$ cat src/rtl/baud_trainer.sv
module baud_trainer #(
  parameter int CNT_W        = 16,
  parameter int BREAK_CLKS   = 1100,
  parameter int TIMEOUT_CLKS = 4000
) (
  input  logic             clk,
  input  logic             rst_n,
  input  logic             rx,
  output logic             done,
  output logic             err,
  output logic [CNT_W-1:0] bit_period
);
  localparam int TW = CNT_W + 2;
  localparam logic [CNT_W-1:0] BRK_LAST = CNT_W'(BREAK_CLKS - 1);
  localparam logic [CNT_W-1:0] BRK_SAT  = CNT_W'(BREAK_CLKS);
  localparam logic [CNT_W-1:0] TO_LAST  = CNT_W'(TIMEOUT_CLKS - 1);

  typedef enum logic [1:0] {HUNT, BRK, WAIT, MEAS} st_t;
  st_t st;

  logic             s0, s1, bad;
  logic [CNT_W-1:0] low_cnt, seg, first;
  logic [TW-1:0]    tot;
  logic [1:0]       nfall;

  wire             fall    = s1 & ~s0;
  wire             brk_hit = ~s0 && (low_cnt == BRK_LAST);
  wire [CNT_W-1:0] dlt     = (seg > first) ? seg - first : first - seg;
  wire             bad_n   = bad | ((nfall != 2'd0) && (dlt > (first >> 3)));
  wire [TW-1:0]    tot_n   = tot + TW'(seg);

  always_ff @(posedge clk or negedge rst_n) begin
    if (!rst_n) begin
      st <= HUNT;
      s0 <= 1'b1;
      s1 <= 1'b1;
      low_cnt <= '0;
      seg <= '0;
      first <= '0;
      tot <= '0;
      nfall <= '0;
      bad <= 1'b0;
      done <= 1'b0;
      err <= 1'b0;
      bit_period <= '0;
    end else begin
      s0 <= rx;
      s1 <= s0;
      done <= 1'b0;
      err <= 1'b0;
      if (s0) low_cnt <= '0;
      else if (low_cnt != BRK_SAT) low_cnt <= low_cnt + 1'b1;

      if (brk_hit) st <= BRK;
      else begin
        case (st)
          BRK: if (s0) begin
            st <= WAIT;
            seg <= CNT_W'(1);
          end
          WAIT: if (fall) begin
            st <= MEAS;
            seg <= CNT_W'(1);
            tot <= '0;
            nfall <= '0;
            bad <= 1'b0;
          end else if (seg == TO_LAST) begin
            err <= 1'b1;
            st <= HUNT;
          end else seg <= seg + 1'b1;
          MEAS: if (fall) begin
            seg <= CNT_W'(1);
            tot <= tot_n;
            nfall <= nfall + 1'b1;
            bad <= bad_n;
            if (nfall == 2'd0) first <= seg;
            if (nfall == 2'd3) begin
              st <= HUNT;
              if (bad_n) err <= 1'b1;
              else begin
                done <= 1'b1;
                bit_period <= CNT_W'(tot_n >> 3);
              end
            end
          end else if (seg == TO_LAST) begin
            err <= 1'b1;
            st <= HUNT;
          end else seg <= seg + 1'b1;
          default: ;
        endcase
      end
    end
  end
endmodule

$ cat config.mk
export PLATFORM = sky130hd
export DESIGN_NAME = baud_trainer
export DESIGN_NICKNAME = d
export VERILOG_FILES = /design/src/rtl/baud_trainer.sv
export SDC_FILE = /design/constraint.sdc
export NUM_CORES = 1
export LEC_CHECK = 0
export BUFFER_PORTS_ARGS = -buffer_cell sky130_fd_sc_hd__buf_4
export CAP_MARGIN = 15
export CORE_AREA = 2 2 150 79
export CTS_CLUSTER_SIZE = 25
export DETAILED_ROUTE_END_ITERATION = 10
export DIE_AREA = 0 0 152 81
export GPL_ROUTABILITY_DRIVEN = 0
export PLACE_DENSITY = 0.73
export SETUP_SLACK_MARGIN = 0.15
export SYNTH_ARGS = -nofsm -noshare
export SYNTH_HDL_FRONTEND = slang
export SYNTH_SLANG_ARGS = --single-unit
$ cat constraint.sdc
create_clock -name clk -period 5.7 [get_ports clk]
set_clock_uncertainty 0.1 [all_clocks]
set_input_delay 0.285 -clock clk [delete_from_list [all_inputs] [get_ports clk]]
set_output_delay 0.285 -clock clk [all_outputs]
set_load 0.02 [all_outputs]
==> metrics list, run 1 <==
- IO Pins: 21
- Of all nets on the critical path, the largest fanout is 9.
* Standard-cell rows: 28
- EDFF count, synth: 0
- The number of nets in the synthesized netlist is 782.
* Detailed router's first-iteration violation count: 444
- Fill cells in the final layout number 882.
- Summing over every cut layer, the via total after detailed routing is 5554.
- Setup slack after placement: -0.133 ns
* Sum of overflow across all layers after global routing: 0
- Most numerous cell in the Yosys netlist: sky130_fd_sc_hd__dfrtp_1
* Library cell contributing the largest single delay on the critical path: sky130_fd_sc_hd__dfrtp_1
* Area growth from synthesis to final layout: 13.7%
* FF+latch area: 2250 um2
- The first global-routing pass estimated 26100 um of wire.
- The number of buffers and inverters on the critical path is 3.
- Number of global-route vias before repair: 5070
* Die W: 152 um
- The final critical path takes up 95.7% of the cycle.
* Cell types occupying the most area after synthesis: sky130_fd_sc_hd__dfrtp_1, sky130_fd_sc_hd__ha_1, sky130_fd_sc_hd__o21ai_0
- In the routed layout, each cell is associated on average with a via count of 6.24.
- The synthesized design devotes to its leading area cell type 34.0% of total area.
- Number of distinct library cells after synthesis: 61
* Power Total: 1.33 mW
- In the final layout, the multi-input gates occupy 4010 um2.
- The flow ran to the end, and the final reports show no timing, DRC or antenna violations.
- Time the worst path needs with I/O delays and setup: 5.45 ns
- Kind of cell with the highest combined delay on the critical path: compound AO/OA/AOI/OAI gates
* Worst-margin pin slew: 1.03 ns
- The repair_antennas step left the layout with diodes totalling 0.
- For the worst setup path, the data required time is 5.82 ns.
* Iteration count of the initial detailed-routing pass: 5
- The region available for standard cell placement spans 11200 um2.
- List of cells traversed by the critical path: ha_4 -> a21oi_1 -> o21ai_0 -> a31oi_1 -> o21ai_2 -> o21bai_2 -> buf_6 -> mux2i_2 -> a31oi_2 -> o221ai_2 -> xor2_1 -> ha_1 -> and2_1 -> a221o_1 -> a21o_1 -> a21oi_4 -> a21oi_2 -> nor2_2 -> a221oi_4 -> nor4_4 -> buf_6 -> buf_12 -> mux2_2
- The routed design has 16700 um of wire.
- At the worst endpoint, the arrival time is 5.58 ns.
* Clock slew at the register clock pins of the worst setup and hold paths: 0.07 ns
* Worst Setup Path Type: register to register
- VDD sags by at most 170 uV.
- Once layout is complete, the utilization of the core stands at 65.5%.
- Yosys printed 0 warnings.
- Clock latency reported for the late side of the worst-skew pair: 0.35 ns
- The die covers 12300 um2.
* Worst setup SP type: register
* Count of final setup violators: 0
- Number of design rule violations left after detail routing: 0
- The most critical setup path has its startpoint at seg[9].
- Sequential cell area fraction in the yosys report: 34.8%
- Cells with a size suffix above 1 make up 14.5% of the layout.
- Netlist Area Pre-Place: 6480 um2
- The net count of the finished layout is 810.
- Max Clock Freq: 0.183 GHz
- After synthesis, the most frequently instantiated cells are sky130_fd_sc_hd__dfrtp_1, sky130_fd_sc_hd__ha_1, sky130_fd_sc_hd__nand2_1, sky130_fd_sc_hd__o21ai_0, sky130_fd_sc_hd__nor2_1.
* CTS buffer count: 9
- Share of flip-flops with an asynchronous set or reset: 100%
* Areal power density over the cells: 181 nW/um2
- Max-slew violation count: 0
- Setup repair after global routing left no endpoint under its margin.
- For this run, the leading register cell type out of synthesis is sky130_fd_sc_hd__dfrtp_1.
* Initial Utilization: 57.6%
- Final worst setup slack: 0.246 ns
- The analysis attributes to cell leakage a power of 3.53 nW.
- Once detailed placement completed, the half-perimeter wirelength came to 12100 um.
- Number of synthesized register bits: 90
- Worst slack on hold paths: 0.286 ns
- Vert. Die Dim: 81 um
- Across every metal layer, demand over resource in global routing totals 26.6%.
- Drt wl/cell: 18.7 um
- sky130_fd_sc_hd__dfrtp_1 takes more of the synthesized area than any other cell.
- In this run the clock root is driven by a sky130_fd_sc_hd__clkbuf_16.
- Max-cap violations in this run came to 0.
- By instance count, the cell type seen most on the critical path is sky130_fd_sc_hd__buf_6.
* Largest stage delay on the critical path: 0.51 ns
* Worst min-delay path class: primary input to asynchronous set/reset pin
- Summed over all failing endpoints, the final setup total negative slack is 0 ns.
- Average size of a mapped cell: 9.16 um2
* Sink count of the clock tree: 90
- Mapped Cells: 707
* Fin. Hold Viols: 0
* Port Buffer Count: 19
- Worst reg2reg startpoint: seg[9]
* Pin count of the biggest net entering global routing: 91
- The worst setup path is captured at a register.
- DRT antenna net count: 0
- H-tree level count: 3
- Maximum buffer depth of the clock tree: 2
* Initial antenna violation count: 0
* Worst slew margin relative to its limit: 31.3%
- TritonCTS clock tree: built
-- through the flow --
stage	instances	area (um2)
floorplan	707	6480
detailed placement	862	6770
global placement	862	6770
CTS	881	7140
finish	890	7370
global route	890	7370
-- flip-flops by register name, summed over array words and instances (netlist names), 2 cells and up --
signal	cells
seg	16
bit_period	15
tot	18
low_cnt	16
nfall	2
first	16
st	2
-- cell type report --
type / instances / area share [%]
timing repair buffer: 45 / 5.54
sequential: 90 / 30.6
clock buffer: 10 / 3.11
tap: 150 / 2.55
multi-input combinational: 541 / 54.4
inverter: 48 / 2.45
clock inverter: 6 / 1.31
-- layer usage --
layer | up-vias | wire length [um] | GRT usage (%)
met5 | - | 0 | 0
met4 | 0 | 74 | 3.83
met3 | 12 | 1410 | 6.67
met2 | 226 | 6750 | 37.3
met1 | 2727 | 8440 | 41.8
li1 | 2589 | - | -
-- cell usage in the layout, fill, tap and decap left out, drive strengths merged, types with 4 or more instances in the layout --
cell type,n
a211oi,12
a21o,17
a21oi,45
a221oi,5
a22o,19
a31oi,9
and3,18
buf,42
clkbuf,11
dfrtp,88
ha,69
inv,50
mux2,17
mux2i,5
nand2,60
nand2b,7
nand3,18
nand4,15
nor2,56
nor3,4
nor4,5
o21ai,59
o21bai,9
o31ai,8
xnor2,25
xor2,17
-- worst paths after layout --
| path | slack [ns] | end | cells after the start |
|---|---|---|---|
| setup / recovery | 0.25 | bit_period[0] | 23 |
| hold / removal | 0.29 | bit_period[8] | 2 |
| setup reg to reg | 0.25 | bit_period[0] | 23 |
| hold reg to reg | 0.42 | bit_period[2] | 1 |
| max in group asynchronous | 4.54 | s0 | 3 |
| min in group clk | 0.42 | bit_period[2] | 1 |
-- where the power goes --
part / total (mW) / internal, mW / switching [mW] / leakage, nW
Combinational: 0.0233 / 0.00666 / 0.0166 / 2.13
Sequential: 0.647 / 0.641 / 0.00538 / 1.25
Clock: 0.661 / 0.390 / 0.271 / 0.155
-- repair_timing --
item,CTS,global route
gates resized for setup,6,24
hold buffers,1,1
buffers inserted,2,6
hold endpoints to repair,1,21
setup endpoints to repair,15,16
pin swaps,1,13
gates cloned,0,1
-- logic make-up after synthesis --
| group | Yosys count | share of synthesized area [%] |
|---|---|---|
| AO/OA/AOI/OAI | 204 | 20.7 |
| XOR/XNOR | 42 | 5.68 |
| multiplexers | 22 | 4.25 |
| flip-flops | 90 | 34.8 |
| AND/OR/NAND/NOR | 200 | 15.0 |
| buffers and inverters | 76 | 5.18 |
| other | 1 | 0.0579 |
| adder cells (fa/ha/maj) | 72 | 14.3 |
No activity file was read; power rests on OpenSTA's default activity.
==> run 2: changes to the inputs <==
- CORE_AREA: 2 2 150 79 -> 2 2 173 90
- DIE_AREA: 0 0 152 81 -> 0 0 175 92
- PLACE_DENSITY: 0.73 -> 0.57
==> run 2 against run 1 <==
Die area rose by 31%; critical path depth rose by 4; sequential share of layout area fell by 0.18 points; critical endpoint unchanged; via count fell by 3.5%; flip-flop and latch count did not move; worst setup slack improved by 0.038 ns; sequential power barely moved; utilization fell by 16 points.
==> metrics list, run 2 (synthesis results as in run 1) <==
- The flow ran to the end, and the final reports show no timing, DRC or antenna violations.
- Part of the cycle the worst path needs: 95.0% (-0.67 points)
* Setup crit end kind: register
- Power Total: 1.29 mW (-2.9%)
* Worst-path fanout max: 8 (-1)
- TritonCTS clock tree: built
- Worst-margin pin slew: 1.04 ns (+0.0159 ns)
* Total of fill cells in the finished design: 1359 (+54%)
* H-tree level count: 3 (unchanged)
* Worst slew margin relative to its limit: 30.2% (-1.2 points)
- Final Routed Wirelength: 17300 um (+3.4%)
- Floorplan Core Area: 14900 um2 (+32%)
- The via count of the first global-routing pass came to 5065 (-0.099%).
- The maximum clock insertion buffer count is 2 (unchanged).
- Vias per cell: 5.64 (-9.5%)
- The final routed wire length divided by cell count was 18.2 um (-3.0%).
* Critical path data arrival time: 5.54 ns (-0.04 ns)
* Worst min-delay path class: primary input to asynchronous set/reset pin
* Cell at the root of the clock tree: sky130_fd_sc_hd__clkbuf_16
* Initial antenna violation count: 0 (unchanged)
* Fin. Hold Viols: 0 (unchanged)
- Number of vias in the routed layout: 5357 (-3.5%)
- Maximum ir drop on the vdd rail: 123 uV (-28%)
* Data required time of the worst path: 5.83 ns (about the same)
* Area growth from synthesis to final layout: 14.4%
- The worst setup path is of the register to register kind.
* All-layer global routing usage: 21.9% (-4.7 points)
* IO Pins: 21 (unchanged)
- Port Buffer Count: 19 (unchanged)
- More flip-flops sit in one register than any other, and that register is tot.
* Antenna diodes: 0 (unchanged)
* Max Clock Freq: 0.185 GHz (+0.70%)
* Vert. Die Dim: 92 um (+14%)
- Max-slew violation count: 0 (unchanged)
- Cell area after layout: 7410 um2 (+0.58%)
* Areal power density over the cells: 174 nW/um2 (-3.5%)
* Most frequent standard cell in the layout excluding fill and tap cells: sky130_fd_sc_hd__dfrtp_1
- Setup repair after global routing could not meet its margin everywhere.
- Detailed router's first-iteration violation count: 467 (+5.2%)
- STA classifies the critical path startpoint as a register.
- Time the worst path needs with I/O delays and setup: 5.42 ns (-0.0381 ns)
- Area enclosed by the die boundary: 16100 um2 (+31%)
- Sink count of the clock tree: 90 (unchanged)
- The width of the chip is 175 um (+15%).
- Net total in the final layout: 815 (+0.62%)
- HPWL after detailed placement: 13100 um (+7.8%)
- The post-route core utilization came to 49.9% (-16 points).
- The maximum number of pins on one net before global-route repair came to 52 (-43%).
- The clock-pin slew reported for the worst setup and hold paths after clock tree synthesis was 0.07 ns (about the same).
* Standard-cell rows: 32 (+14%)
- The leakage power figure is 3.54 nW (+0.21%).
- Sum of overflow across all layers after global routing: 0 (unchanged)
* Iteration count of the initial detailed-routing pass: 5 (unchanged)
- MaxCap Viol Count: 0 (unchanged)
- Clock latency reported for the late side of the worst-skew pair: 0.35 ns (about the same)
- In the layout the commonest cells are sky130_fd_sc_hd__dfrtp_1, sky130_fd_sc_hd__ha_1, sky130_fd_sc_hd__nand2_1.
- The wire length of the first global-routing pass was 27600 um (+5.7%).
- Post-place instance area: 6840 um2 (+1.1%)
- The number of endpoints failing setup at the final stage was 0 (unchanged).
- Number of design rule violations left after detail routing: 0 (unchanged)
* CTS buffer count: 9 (unchanged)
- Ratio of cells with drive above 1 in the final layout: 15.0% (+0.57 points)
- DRT antenna net count: 0 (unchanged)
* Initial Utilization: 43.6% (-14 points)
* Number of flip-flops in the largest register: 18 (unchanged)
-- run 2: cell count changes in the layout (fill, tap and decap cells not counted), sizes merged --
cell and delta:
bufinv -1, buf +5, clkinvlp +1
-- run 2: worst max-delay path, stage by stage, from the launching register on --
cell	delay [ns]
sky130_fd_sc_hd__dfrtp_1	0.39
sky130_fd_sc_hd__inv_2	0.08
sky130_fd_sc_hd__ha_4	0.12
sky130_fd_sc_hd__inv_1	0.05
sky130_fd_sc_hd__fa_2	0.39
sky130_fd_sc_hd__a211oi_2	0.27
sky130_fd_sc_hd__o21bai_1	0.11
sky130_fd_sc_hd__a21oi_2	0.25
sky130_fd_sc_hd__o21ai_2	0.11
sky130_fd_sc_hd__o21bai_2	0.22
sky130_fd_sc_hd__buf_4	0.17
sky130_fd_sc_hd__mux2i_2	0.07
sky130_fd_sc_hd__a31oi_2	0.27
sky130_fd_sc_hd__o221ai_2	0.15
sky130_fd_sc_hd__xor2_1	0.18
sky130_fd_sc_hd__ha_1	0.31
sky130_fd_sc_hd__and2_4	0.16
sky130_fd_sc_hd__a221o_1	0.31
sky130_fd_sc_hd__a21o_1	0.16
sky130_fd_sc_hd__a21oi_2	0.16
sky130_fd_sc_hd__a21oi_2	0.09
sky130_fd_sc_hd__nor2_1	0.13
sky130_fd_sc_hd__a221oi_2	0.08
sky130_fd_sc_hd__buf_4	0.18
sky130_fd_sc_hd__nor4_4	0.14
sky130_fd_sc_hd__buf_6	0.17
sky130_fd_sc_hd__buf_12	0.14
sky130_fd_sc_hd__mux2_2	0.33
-- run 2: per-layer routing --
metal | track usage (%) | wire length [um] | vias to the layer above
met3 | 7.26 | 1450 | 11
met5 | 0 | 0 | -
met4 | 3.13 | 81 | 0
li1 | - | - | 2587
met2 | 27.9 | 6410 | 157
met1 | 35.3 | 9310 | 2602
-- run 2: path summary, 6_finish.rpt --
path,from,endpoint,slack (ns),cells after the start
min in group clk,bit_period[9],bit_period[9],0.42,1
worst max register to register,seg[0],bit_period[0],0.28,27
worst min register to register,bit_period[9],bit_period[9],0.42,1
max in group asynchronous,rst_n,st[1],4.07,3
worst max-delay path,seg[0],bit_period[0],0.28,27
worst min-delay path,rst_n,bit_period[10],0.36,2
-- run 2: cell type report --
class                           instances  area (um2)  area share, %
Clock buffer                           10         229           3.09
Clock inverter                          6        73.8          0.996
Inverter                               48         180           2.43
Multi-Input combinational cell        541        4000           54.0
Sequential cell                        90        2250           30.4
Tap cell                              204         255           3.45
Timing Repair Buffer                   50         418           5.64
-- run 2: power breakdown --
| group | switching [mW] | internal, mW |
|---|---|---|
| clock network | 0.277 | 0.346 |
| logic | 0.0165 | 0.00509 |
| registers | 0.00604 | 0.641 |
| total | 0.299 | 0.992 |
-- run 2: per-stage QoR --
step           instances  hold slack (ns)  worst slack, ns  setup TNS (ns)
6_report             949            0.356            0.284               0
5_1_grt              949            0.416           0.0574               0
4_1_cts              938            0.385            0.165               0
3_5_place_dp         917            0.207          -0.0525          -0.264
3_3_place_gp         917            0.199            0.167               0
2_1_floorplan        707           -0.111            0.514               0
-- run 2: repair_timing --
| item | 4_1_cts | 5_1_grt |
|---|---|---|
| buffers inserted | 3 | 10 |
| pin swaps | 1 | 17 |
| endpoints found under the hold margin | 40 | 0 |
| hold buffers | 2 | 0 |
| endpoints found under the setup margin | 15 | 15 |
| gates resized for setup | 4 | 24 |
| gates cloned | 0 | 1 |
